File: config.mk
export PLATFORM = sky130hd
export DESIGN_NAME = wdt_core
export DESIGN_NICKNAME = d
export VERILOG_FILES = /design/src/rtl/wdt_pkg.sv /design/src/rtl/wdt_prescale.sv /design/src/rtl/wdt_downcount.sv /design/src/rtl/wdt_regfile.sv /design/src/rtl/wdt_core.sv
export SDC_FILE = /design/constraint.sdc
export NUM_CORES = 1
export LEC_CHECK = 0
export BUFFER_PORTS_ARGS = -buffer_cell sky130_fd_sc_hd__buf_2
export CAP_MARGIN = 20
export CORE_MARGIN = 5
export CORE_UTILIZATION = 45
export CTS_CLUSTER_DIAMETER = 30
export DETAILED_ROUTE_END_ITERATION = 8
export GPL_TIMING_DRIVEN = 0
export PLACE_DENSITY = 0.78
export RECOVER_POWER = 50
export SETUP_SLACK_MARGIN = 0.1
export SLEW_MARGIN = 5
export SYNTH_ARGS = -nofsm -noshare
export SYNTH_HDL_FRONTEND = slang
export SYNTH_SLANG_ARGS = --single-unit
export TNS_END_PERCENT = 10
File: constraint.sdc
create_clock -name clk -period 2.1 [get_ports clk]
set_input_delay 0.105 -clock clk [delete_from_list [all_inputs] [get_ports clk]]
set_output_delay 0.105 -clock clk [all_outputs]
set_load 0.02 [all_outputs]
File: src/rtl/wdt_pkg.sv
package wdt_pkg;
  localparam int DW = 32;
  localparam int RW = 12;

  localparam int ADDR_CTRL = 0;
  localparam int ADDR_MODE = 1;
  localparam int ADDR_STAT = 2;

  localparam int       KEY_MSB     = 31;
  localparam int       KEY_W       = 8;
  localparam bit [7:0] RESTART_KEY = 8'hA5;
  localparam int       RESTART_BIT = 0;

  typedef struct packed {
    logic          dbg_pause;
    logic          idle_pause;
    logic [RW-1:0] delta;
    logic          dis;
    logic          cpu_only;
    logic          rst_en;
    logic          irq_en;
    logic [RW-1:0] reload;
  } mode_t;

  localparam int MODE_BITS = $bits(mode_t);
endpackage

File: src/rtl/wdt_prescale.sv
module wdt_prescale #(
  parameter int DIV = 128
) (
  input  logic clk,
  input  logic rst,
  input  logic clr,
  input  logic run,
  output logic tick
);
  localparam int PW = (DIV > 1) ? $clog2(DIV) : 1;

  generate
    if (DIV > 1) begin : g_div
      logic [PW-1:0] pre_q;
      always_ff @(posedge clk) begin
        if (rst || clr)
          pre_q <= '0;
        else if (run) begin
          if (pre_q == PW'(DIV - 1))
            pre_q <= '0;
          else
            pre_q <= pre_q + 1'b1;
        end
      end
      assign tick = run && (pre_q == PW'(DIV - 1));
    end else begin : g_nodiv
      assign tick = run;
    end
  endgenerate
endmodule

File: src/rtl/wdt_downcount.sv
module wdt_downcount #(
  parameter int CW      = 12,
  parameter int RST_VAL = 4095
) (
  input  logic          clk,
  input  logic          rst,
  input  logic          load,
  input  logic [CW-1:0] load_val,
  input  logic          tick,
  input  logic          restart,
  input  logic [CW-1:0] delta,
  input  logic          armed,
  output logic          uf_fault,
  output logic          err_fault,
  output logic [CW-1:0] cnt_o
);
  logic [CW-1:0] cnt_q;

  always_ff @(posedge clk) begin
    if (rst)
      cnt_q <= CW'(RST_VAL);
    else if (load)
      cnt_q <= load_val;
    else if (tick) begin
      if (cnt_q <= CW'(1))
        cnt_q <= load_val;
      else
        cnt_q <= cnt_q - 1'b1;
    end
  end

  // underflow: last count consumed; error: restart before the window opens
  assign uf_fault  = armed && tick && (cnt_q <= CW'(1));
  assign err_fault = armed && restart && (cnt_q > delta);
  assign cnt_o     = cnt_q;
endmodule

File: src/rtl/wdt_regfile.sv
module wdt_regfile
  import wdt_pkg::*;
#(
  parameter int AW         = 2,
  parameter int RST_RELOAD = 4095
) (
  input  logic          clk,
  input  logic          rst,
  input  logic          bus_wr,
  input  logic          bus_rd,
  input  logic [AW-1:0] bus_addr,
  input  logic [DW-1:0] bus_wdata,
  output logic [DW-1:0] bus_rdata,
  input  logic          uf_fault,
  input  logic          err_fault,
  output mode_t         mode_o,
  output logic          load_o,
  output logic [RW-1:0] load_val_o,
  output logic          restart_o,
  output logic          sys_rst_o,
  output logic          cpu_rst_o,
  output logic          irq_o
);
  localparam mode_t MODE_RST = '{
    dbg_pause:  1'b0,
    idle_pause: 1'b0,
    delta:      {RW{1'b1}},
    dis:        1'b0,
    cpu_only:   1'b0,
    rst_en:     1'b1,
    irq_en:     1'b0,
    reload:     RW'(RST_RELOAD)
  };

  mode_t mode_q;
  mode_t mode_new;
  logic  locked_q, uf_q, err_q, irq_q, sys_q, cpu_q;
  logic  mode_wr, ctrl_ok, stat_rd, fault;

  assign mode_new = mode_t'(bus_wdata[MODE_BITS-1:0]);
  assign mode_wr  = bus_wr && (bus_addr == AW'(ADDR_MODE)) && !locked_q;
  assign ctrl_ok  = bus_wr && (bus_addr == AW'(ADDR_CTRL))
                    && (bus_wdata[KEY_MSB -: KEY_W] == RESTART_KEY)
                    && bus_wdata[RESTART_BIT];
  assign stat_rd  = bus_rd && (bus_addr == AW'(ADDR_STAT));
  assign fault    = uf_fault || err_fault;

  assign load_o     = mode_wr || ctrl_ok;
  assign load_val_o = mode_wr ? mode_new.reload : mode_q.reload;
  assign restart_o  = ctrl_ok;
  assign mode_o     = mode_q;

  always_ff @(posedge clk) begin
    if (rst) begin
      mode_q   <= MODE_RST;
      locked_q <= 1'b0;
    end else if (mode_wr) begin
      mode_q   <= mode_new;
      locked_q <= 1'b1;
    end
  end

  always_ff @(posedge clk) begin
    if (rst) begin
      uf_q  <= 1'b0;
      err_q <= 1'b0;
      irq_q <= 1'b0;
      sys_q <= 1'b0;
      cpu_q <= 1'b0;
    end else begin
      uf_q  <= uf_fault  ? 1'b1 : (stat_rd ? 1'b0 : uf_q);
      err_q <= err_fault ? 1'b1 : (stat_rd ? 1'b0 : err_q);
      irq_q <= (fault && mode_q.irq_en) ? 1'b1 : (stat_rd ? 1'b0 : irq_q);
      sys_q <= fault && mode_q.rst_en && !mode_q.cpu_only;
      cpu_q <= fault && mode_q.rst_en && mode_q.cpu_only;
    end
  end

  always_ff @(posedge clk) begin
    if (rst)
      bus_rdata <= '0;
    else if (bus_rd) begin
      case (bus_addr)
        AW'(ADDR_MODE): bus_rdata <= DW'(mode_q);
        AW'(ADDR_STAT): bus_rdata <= DW'({err_q, uf_q});
        default:        bus_rdata <= '0;
      endcase
    end
  end

  assign sys_rst_o = sys_q;
  assign cpu_rst_o = cpu_q;
  assign irq_o     = irq_q;

  AST_LOCK_HOLD: assert property (@(posedge clk) disable iff (rst)
    locked_q |=> $stable(mode_q));

  AST_IRQ_CLR: assert property (@(posedge clk) disable iff (rst)
    (stat_rd && !fault) |=> !irq_o);

  AST_RST_EXCL: assert property (@(posedge clk) disable iff (rst)
    !(sys_rst_o && cpu_rst_o));
endmodule

File: src/rtl/wdt_core.sv
module wdt_core #(
  parameter int AW         = 2,
  parameter int PRESCALE   = 128,
  parameter int RST_RELOAD = 4095
) (
  input  logic                   clk,
  input  logic                   rst,
  input  logic                   bus_wr,
  input  logic                   bus_rd,
  input  logic [AW-1:0]          bus_addr,
  input  logic [wdt_pkg::DW-1:0] bus_wdata,
  output logic [wdt_pkg::DW-1:0] bus_rdata,
  input  logic                   idle_i,
  input  logic                   dbg_halt_i,
  output logic                   sys_rst_o,
  output logic                   cpu_rst_o,
  output logic                   irq_o
);
  import wdt_pkg::*;

  mode_t         mode;
  logic          load, restart, tick, run, uf_fault, err_fault;
  logic [RW-1:0] load_val, cnt;

  assign run = !mode.dis
               && !(idle_i && mode.idle_pause)
               && !(dbg_halt_i && mode.dbg_pause);

  wdt_regfile #(.AW(AW), .RST_RELOAD(RST_RELOAD)) u_regs (
    .clk        (clk),
    .rst        (rst),
    .bus_wr     (bus_wr),
    .bus_rd     (bus_rd),
    .bus_addr   (bus_addr),
    .bus_wdata  (bus_wdata),
    .bus_rdata  (bus_rdata),
    .uf_fault   (uf_fault),
    .err_fault  (err_fault),
    .mode_o     (mode),
    .load_o     (load),
    .load_val_o (load_val),
    .restart_o  (restart),
    .sys_rst_o  (sys_rst_o),
    .cpu_rst_o  (cpu_rst_o),
    .irq_o      (irq_o)
  );

  wdt_prescale #(.DIV(PRESCALE)) u_pre (
    .clk  (clk),
    .rst  (rst),
    .clr  (load),
    .run  (run),
    .tick (tick)
  );

  wdt_downcount #(.CW(RW), .RST_VAL(RST_RELOAD)) u_cnt (
    .clk       (clk),
    .rst       (rst),
    .load      (load),
    .load_val  (load_val),
    .tick      (tick),
    .restart   (restart),
    .delta     (mode.delta),
    .armed     (!mode.dis),
    .uf_fault  (uf_fault),
    .err_fault (err_fault),
    .cnt_o     (cnt)
  );

  AST_DIS_QUIET: assert property (@(posedge clk) disable iff (rst)
    (mode.dis && $past(mode.dis)) |-> (!sys_rst_o && !cpu_rst_o));

  AST_IDLE_HOLD: assert property (@(posedge clk) disable iff (rst)
    (idle_i && mode.idle_pause && !load) |=> $stable(cnt));

  AST_DBG_HOLD: assert property (@(posedge clk) disable iff (rst)
    (dbg_halt_i && mode.dbg_pause && !load) |=> $stable(cnt));
endmodule

==> reports/results.ini, run 1 <==
[timing]
fin_tns_setup_ns = 0
finalCriticalPeriod_ns = 1.98
hold_viol = 0
tightest_slew_ns = 0.974
finalMaxSlewViolations = 0
slew_headroom = 0.347
rsz0062_at_grt = true
setup_viol = 0
fmax_ghz = 0.505
fin_crit_sh = 0.942
fin_skew_ns = 0.0110

[route]
ant_nets = 0
drt-total-wl_mm = 10.9
vias = 3774
dr.first_iter.drc_count = 272
route.detailed.drc = 0
vias_per_cell = 5.54
first_pass_iters = 5
avgRoutedWirePerCell_um = 16.1

[grt]
grtUsageTotal = 0.199
grt-ovfl-total = 0
antenna_found_initial = 0
grt_first_pass_wirelength_mm = 17.9
grt_pass1_vias = 3645
grt_max_degree = 17

[finish]
area_delta_synth_final_pct = 20.8
final_util = 0.558
antenna_cells = 0
final_layout_size_suffix_gt1_frac = 0.147
nets = 626

[logic_synthesis]
seq_area_frac_synth = 0.422
syn_inst = 470
synth_cell_types = 62
synth_top_family_by_area = simple AND/OR/NAND/NOR gates
yosys.area_share.simple = 0.250
synth_compound_gate_area_share = 0.182
synthArstFlopShare = 0
synth_flop_cell = dfxtp_1
synth_area_um2 = 4030
synth_xor_area_frac = 0.0130
synth_edf_count = 0
ys_warn_count = 0
syn_area_per_cell_um2 = 8.58
yosys.area_share.adder = 0.0559
synthMuxAreaShare = 0.0251
ys_seq_elements = 85

[clock_network]
ctsRootBufferMaster = clkbuf_8
clock_sinks = 85
clk_pin_slew_ns = 0.09
clock_path_buffers = 2
clk_latency_ns = 0.36
cts_buffers = 9
cts_tree = yes
cts_max_level = 3

[outcome]
status = finished, final reports clean

[floorplanning]
die_h_um = 105
die-area_um2 = 11000
core_area_um2 = 8720
start_util = 0.462
ios = 75
fp.dieW_um = 105
num_rows = 34

[setup_path]
criticalPathCategory = register to register
critPathMaxFanout = 8
rr_worst_depth = 8
critical_path_required_ns = 2.35
start_kind = register
crit_path_end_kind = register
arrival_ns = 2.23

[pwr]
ir_worst_vdd_mv = 0.404
p_leak_nw = 1.98
power.density_nw_per_um2 = 687

[place]
detailed_place_hpwl_mm = 8.27
io_buffers = 70
gp_congestion = 0.949

[job]
drv_cap = 0

[worst_hold_path]
worstHoldPathCells = 3
min_path_type = input pin to register

==> final cells by class <==
cell class / count / area, um^2
Fill cell: 781 / 3850
Multi-Input combinational cell: 336 / 2140
Sequential cell: 85 / 1710
Timing Repair Buffer: 87 / 473
Tap cell: 108 / 135
Buffer: 30 / 129
Clock buffer: 9 / 124
Clock inverter: 7 / 80.1
Inverter: 19 / 71.3
==> registers in the layout, summed over array words and instances, names as in the netlist <==
name               flops
u_cnt.cnt_o           12
u_pre.g_div.pre_q      7
u_regs.bus_rdata      30
u_regs.cpu_rst_o       1
u_regs.err_q           1
u_regs.irq_o           1
u_regs.locked_q        1
u_regs.mode_o         30
u_regs.sys_rst_o       1
u_regs.uf_q            1
==> worst paths after layout <==
kind / startpoint / to / slack [ns]
setup / recovery: u_cnt.cnt_o[0]$_SDFFE_PP1P_ / u_cnt.cnt_o[11]$_SDFFE_PP1P_ / 0.12
hold / removal: bus_wdata[27] / u_regs.mode_o[27]$_SDFFE_PP1P_ / 0.008
setup reg to reg: u_cnt.cnt_o[0]$_SDFFE_PP1P_ / u_cnt.cnt_o[11]$_SDFFE_PP1P_ / 0.12
hold reg to reg: u_regs.err_q$_SDFFE_PP0P_ / u_regs.err_q$_SDFFE_PP0P_ / 0.47
==> cell usage after synthesis (all sizes together) (9+ instances only) <==
cell type,instances,area [um^2]
clkbuf,23,87.6
ha,18,225
o211ai,15,113
nand2,63,236
nand3,45,225
o21ai,10,50.1
a21oi,54,274
mux2i,9,90.1
nor2,18,67.6
dfxtp,85,1700
nand2b,31,194
inv,19,71.3
==> per-stage QoR <==
stage / power, mW / hold slack, ns / cells / setup WS (ns) / area (um^2)
2_1_floorplan: 2.01 / 0.223 / 471 / 0.127 / 4050
3_3_place_gp: 2.14 / 0.327 / 649 / -0.109 / 4530
3_5_place_dp: 2.16 / 0.336 / 649 / -0.162 / 4530
4_1_cts: 3.36 / 0.000107 / 680 / 0.0479 / 4900
5_1_grt: 3.49 / 0.0153 / 681 / 0.0161 / 4870
6_report: 3.35 / 0.00831 / 681 / 0.122 / 4870
==> layout by cell type, fill, tap and decap left out, types with 3 or more instances in the layout <==
| cell type | count |
|---|---|
| buf_2 | 39 |
| a21oi_1 | 53 |
| clkbuf_8 | 9 |
| and3_1 | 3 |
| inv_1 | 19 |
| nand4_1 | 5 |
| dlygate4sd3_1 | 15 |
| mux2i_1 | 9 |
| clkbuf_1 | 55 |
| buf_4 | 5 |
| nor3_1 | 7 |
| o21ai_0 | 7 |
| nand3_1 | 45 |
| o211ai_1 | 15 |
| ha_1 | 17 |
| nand2_1 | 63 |
| nand2b_1 | 31 |
| nor2_1 | 17 |
| dfxtp_1 | 80 |
| o21a_1 | 3 |
| dfxtp_2 | 3 |
| o21ai_1 | 3 |
| xor2_1 | 4 |
==> metal layers <==
layer,GRT usage,wire (um),vias to the layer above
met5,0,0,-
met4,0.0694,211,0
met3,0.0543,900,19
met2,0.324,5080,147
met1,0.255,4760,1749
li1,-,-,1859
==> critical path, cell delays in order, from the launching register on <==
cell and delay, ns:
dfxtp_4 0.40, inv_1 0.09, ha_2 0.25, o21ba_2 0.22, and4_1 0.18, buf_2 0.18, a21oi_4 0.18, o21ai_0 0.09
or3_1 0.29
==> kinds of logic (layout without fill, tap and decap cells) <==
family          count (synthesis)  count (layout)
simple gates                  189             189
fa+ha+maj                      18              18
other cells                     1               2
compound gates                111             111
xor+xnor                        6               6
buf+inv                        50             152
mux                            10              10
flops                          85              85
==> report_power, final <==
part	internal, mW	switching (mW)	total [mW]
registers	1.67	0.0492	1.72
clock network	0.566	0.636	1.20
logic	0.178	0.248	0.425
total	2.41	0.933	3.35
==> what timing repair did <==
item                                   4_1_cts  5_1_grt
gates resized for setup                      4        6
hold buffers                                15        0
endpoints found under the hold margin       15        0
setup endpoints to repair                   13       24
buffers inserted                             1        1
pin swaps                                    1        1
No activity file was read; power rests on OpenSTA's default activity.
==> run 2, diff against run 1 <==
--- a/config.mk
+++ b/config.mk
@@ -7,12 +7,14 @@
 export LEC_CHECK = 0
 export BUFFER_PORTS_ARGS = -buffer_cell sky130_fd_sc_hd__buf_2
 export CAP_MARGIN = 20
+export CELL_PAD_IN_SITES_DETAIL_PLACEMENT = 0
+export CELL_PAD_IN_SITES_GLOBAL_PLACEMENT = 1
 export CORE_MARGIN = 5
-export CORE_UTILIZATION = 45
+export CORE_UTILIZATION = 37
 export CTS_CLUSTER_DIAMETER = 30
 export DETAILED_ROUTE_END_ITERATION = 8
 export GPL_TIMING_DRIVEN = 0
-export PLACE_DENSITY = 0.78
+export PLACE_DENSITY = 0.84
 export RECOVER_POWER = 50
 export SETUP_SLACK_MARGIN = 0.1
 export SLEW_MARGIN = 5
==> run 2 against run 1 <==
Net effect: power fell by 2.2%; combinational power barely moved; sequential share of layout area fell by 0.46 points; routed wire length rose by 2.7%; die area rose by 19%; core utilization fell by 9.9 points; largest power group unchanged; register-to-register slack improved by 0.03 ns.
==> reports/results.ini, run 2 (synthesis gave the netlist of run 1 again) <==
[outcome]
status = finished, final reports clean

[clock_network]
cts_buffers = 9
ctsRootBufferMaster = clkbuf_8
clock_path_buffers = 2
clock_sinks = 85
clk_latency_ns = 0.36
cts_tree = yes
clk_pin_slew_ns = 0.08
cts_max_level = 3

[timing]
setup_viol = 0
fin_crit_sh = 0.926
tightest_slew_ns = 0.992
rsz0062_at_grt = true
hold_viol = 0
fmax_ghz = 0.514
hold_ws_ns = 0.00411
finalMaxSlewViolations = 0
finalCriticalPeriod_ns = 1.94
fin_skew_ns = 0.0173
slew_headroom = 0.335
fin_tns_setup_ns = 0

[route]
ant_nets = 0
drt-total-wl_mm = 11.2
vias = 3712
vias_per_cell = 5.20
first_pass_iters = 5
route.detailed.drc = 0
avgRoutedWirePerCell_um = 15.7
dr.first_iter.drc_count = 317

[setup_path]
cp_cell_sequence = inv_1 > ha_4 > o21ba_2 > and4_1 > buf_2 > a21oi_4 > o21ai_0 > or3_1
cpPeakStageDelay_ns = 0.40
arrival_ns = 2.18
critical_path.top_delay_family = compound AO/OA/AOI/OAI gates
start_kind = register
crit_buf_inv = 2
critical_path_required_ns = 2.34
crit_path_end_kind = register
critPathMaxFanout = 8
criticalPathCategory = register to register
cp_slowest_cell = dfxtp_4

[floorplanning]
fp.dieW_um = 114
core_area_um2 = 10700
ios = 75
start_util = 0.375
die-area_um2 = 13100
die_h_um = 114
num_rows = 38

[worst_hold_path]
min_path_type = input pin to register

[grt]
antenna_found_initial = 0
grt_first_pass_wirelength_mm = 18.1
grt_max_degree = 16
grt-ovfl-total = 0
grt_pass1_vias = 3540
grtUsageTotal = 0.174

[finish]
most-common-layout-cells = dfxtp_1, nand2_1, clkbuf_1
antenna_cells = 0
area_delta_synth_final_pct = 22.3
final_layout_size_suffix_gt1_frac = 0.150
final_common_cell = dfxtp_1
nets = 627

[place]
detailed_place_hpwl_mm = 8.71
gp_congestion = 0.883
io_buffers = 70

[job]
drv_cap = 0

[pwr]
power.density_nw_per_um2 = 664
ir_worst_vdd_mv = 0.402
total_power_mw = 3.27
p_leak_nw = 1.99

[run 2: path summary, 6_finish.rpt]
check                               startpoint                                 to  slack, ns  cells after the start
max                u_cnt.cnt_o[0]$_SDFFE_PP1P_       u_cnt.cnt_o[11]$_SDFFE_PP1P_       0.16                      8
min                               bus_wdata[3]      u_regs.mode_o[3]$_SDFFE_PP1P_      0.004                      3
max reg2reg        u_cnt.cnt_o[0]$_SDFFE_PP1P_       u_cnt.cnt_o[11]$_SDFFE_PP1P_       0.16                      8
min reg2reg  u_regs.bus_rdata[19]$_SDFFE_PP0P_  u_regs.bus_rdata[19]$_SDFFE_PP0P_       0.47                      2
[run 2: timing repair]
| action | in CTS | in global routing |
|---|---|---|
| endpoints found under the setup margin | 23 | 25 |
| gates resized for setup | 2 | 13 |
| pin swaps | 2 | 0 |
| endpoints found under the hold margin | 15 | 0 |
| setup buffers | 3 | 0 |
| hold buffers | 15 | 0 |
| gates cloned | 0 | 0 |
[run 2: per-layer routing]
layer | track usage | up-vias | part of all wire
li1 | - | 1863 | -
met1 | 0.241 | 1742 | 0.46
met2 | 0.281 | 95 | 0.47
met3 | 0.0248 | 12 | 0.055
met4 | 0.0491 | 0 | 0.014
met5 | 0 | - | 0
[run 2: power breakdown]
part	internal [mW]	total (mW)	leakage, nW	switching, mW
logic	0.179	0.428	1.21	0.249
registers	1.67	1.72	0.692	0.0494
clock network	0.505	1.13	0.0897	0.621
total	2.35	3.27	1.99	0.919
[run 2: worst min-delay path: cells and delay by family]
kind	cells	cell delay [ns]
buffers and inverters	1	0.08
and+or+nand+nor	2	0.13
[run 2: area by class of cell]
type	instances	area, um^2
Buffer	30	133
Clock buffer	11	151
Clock inverter	5	42.5
Fill cell	1120	5820
Inverter	19	71.3
Multi-Input combinational cell	336	2160
Sequential cell	85	1710
Tap cell	140	175
Timing Repair Buffer	88	480
[run 2: through the flow]
step,area (um^2),worst slack (ns),instances,util
6_report,4930,0.156,714,0.459
5_1_grt,4930,0.0726,714,0.459
4_1_cts,4940,0.0588,714,0.460
3_5_place_dp,4570,-0.192,681,0.425
3_3_place_gp,4570,-0.197,681,0.425
2_1_floorplan,4050,0.127,471,-
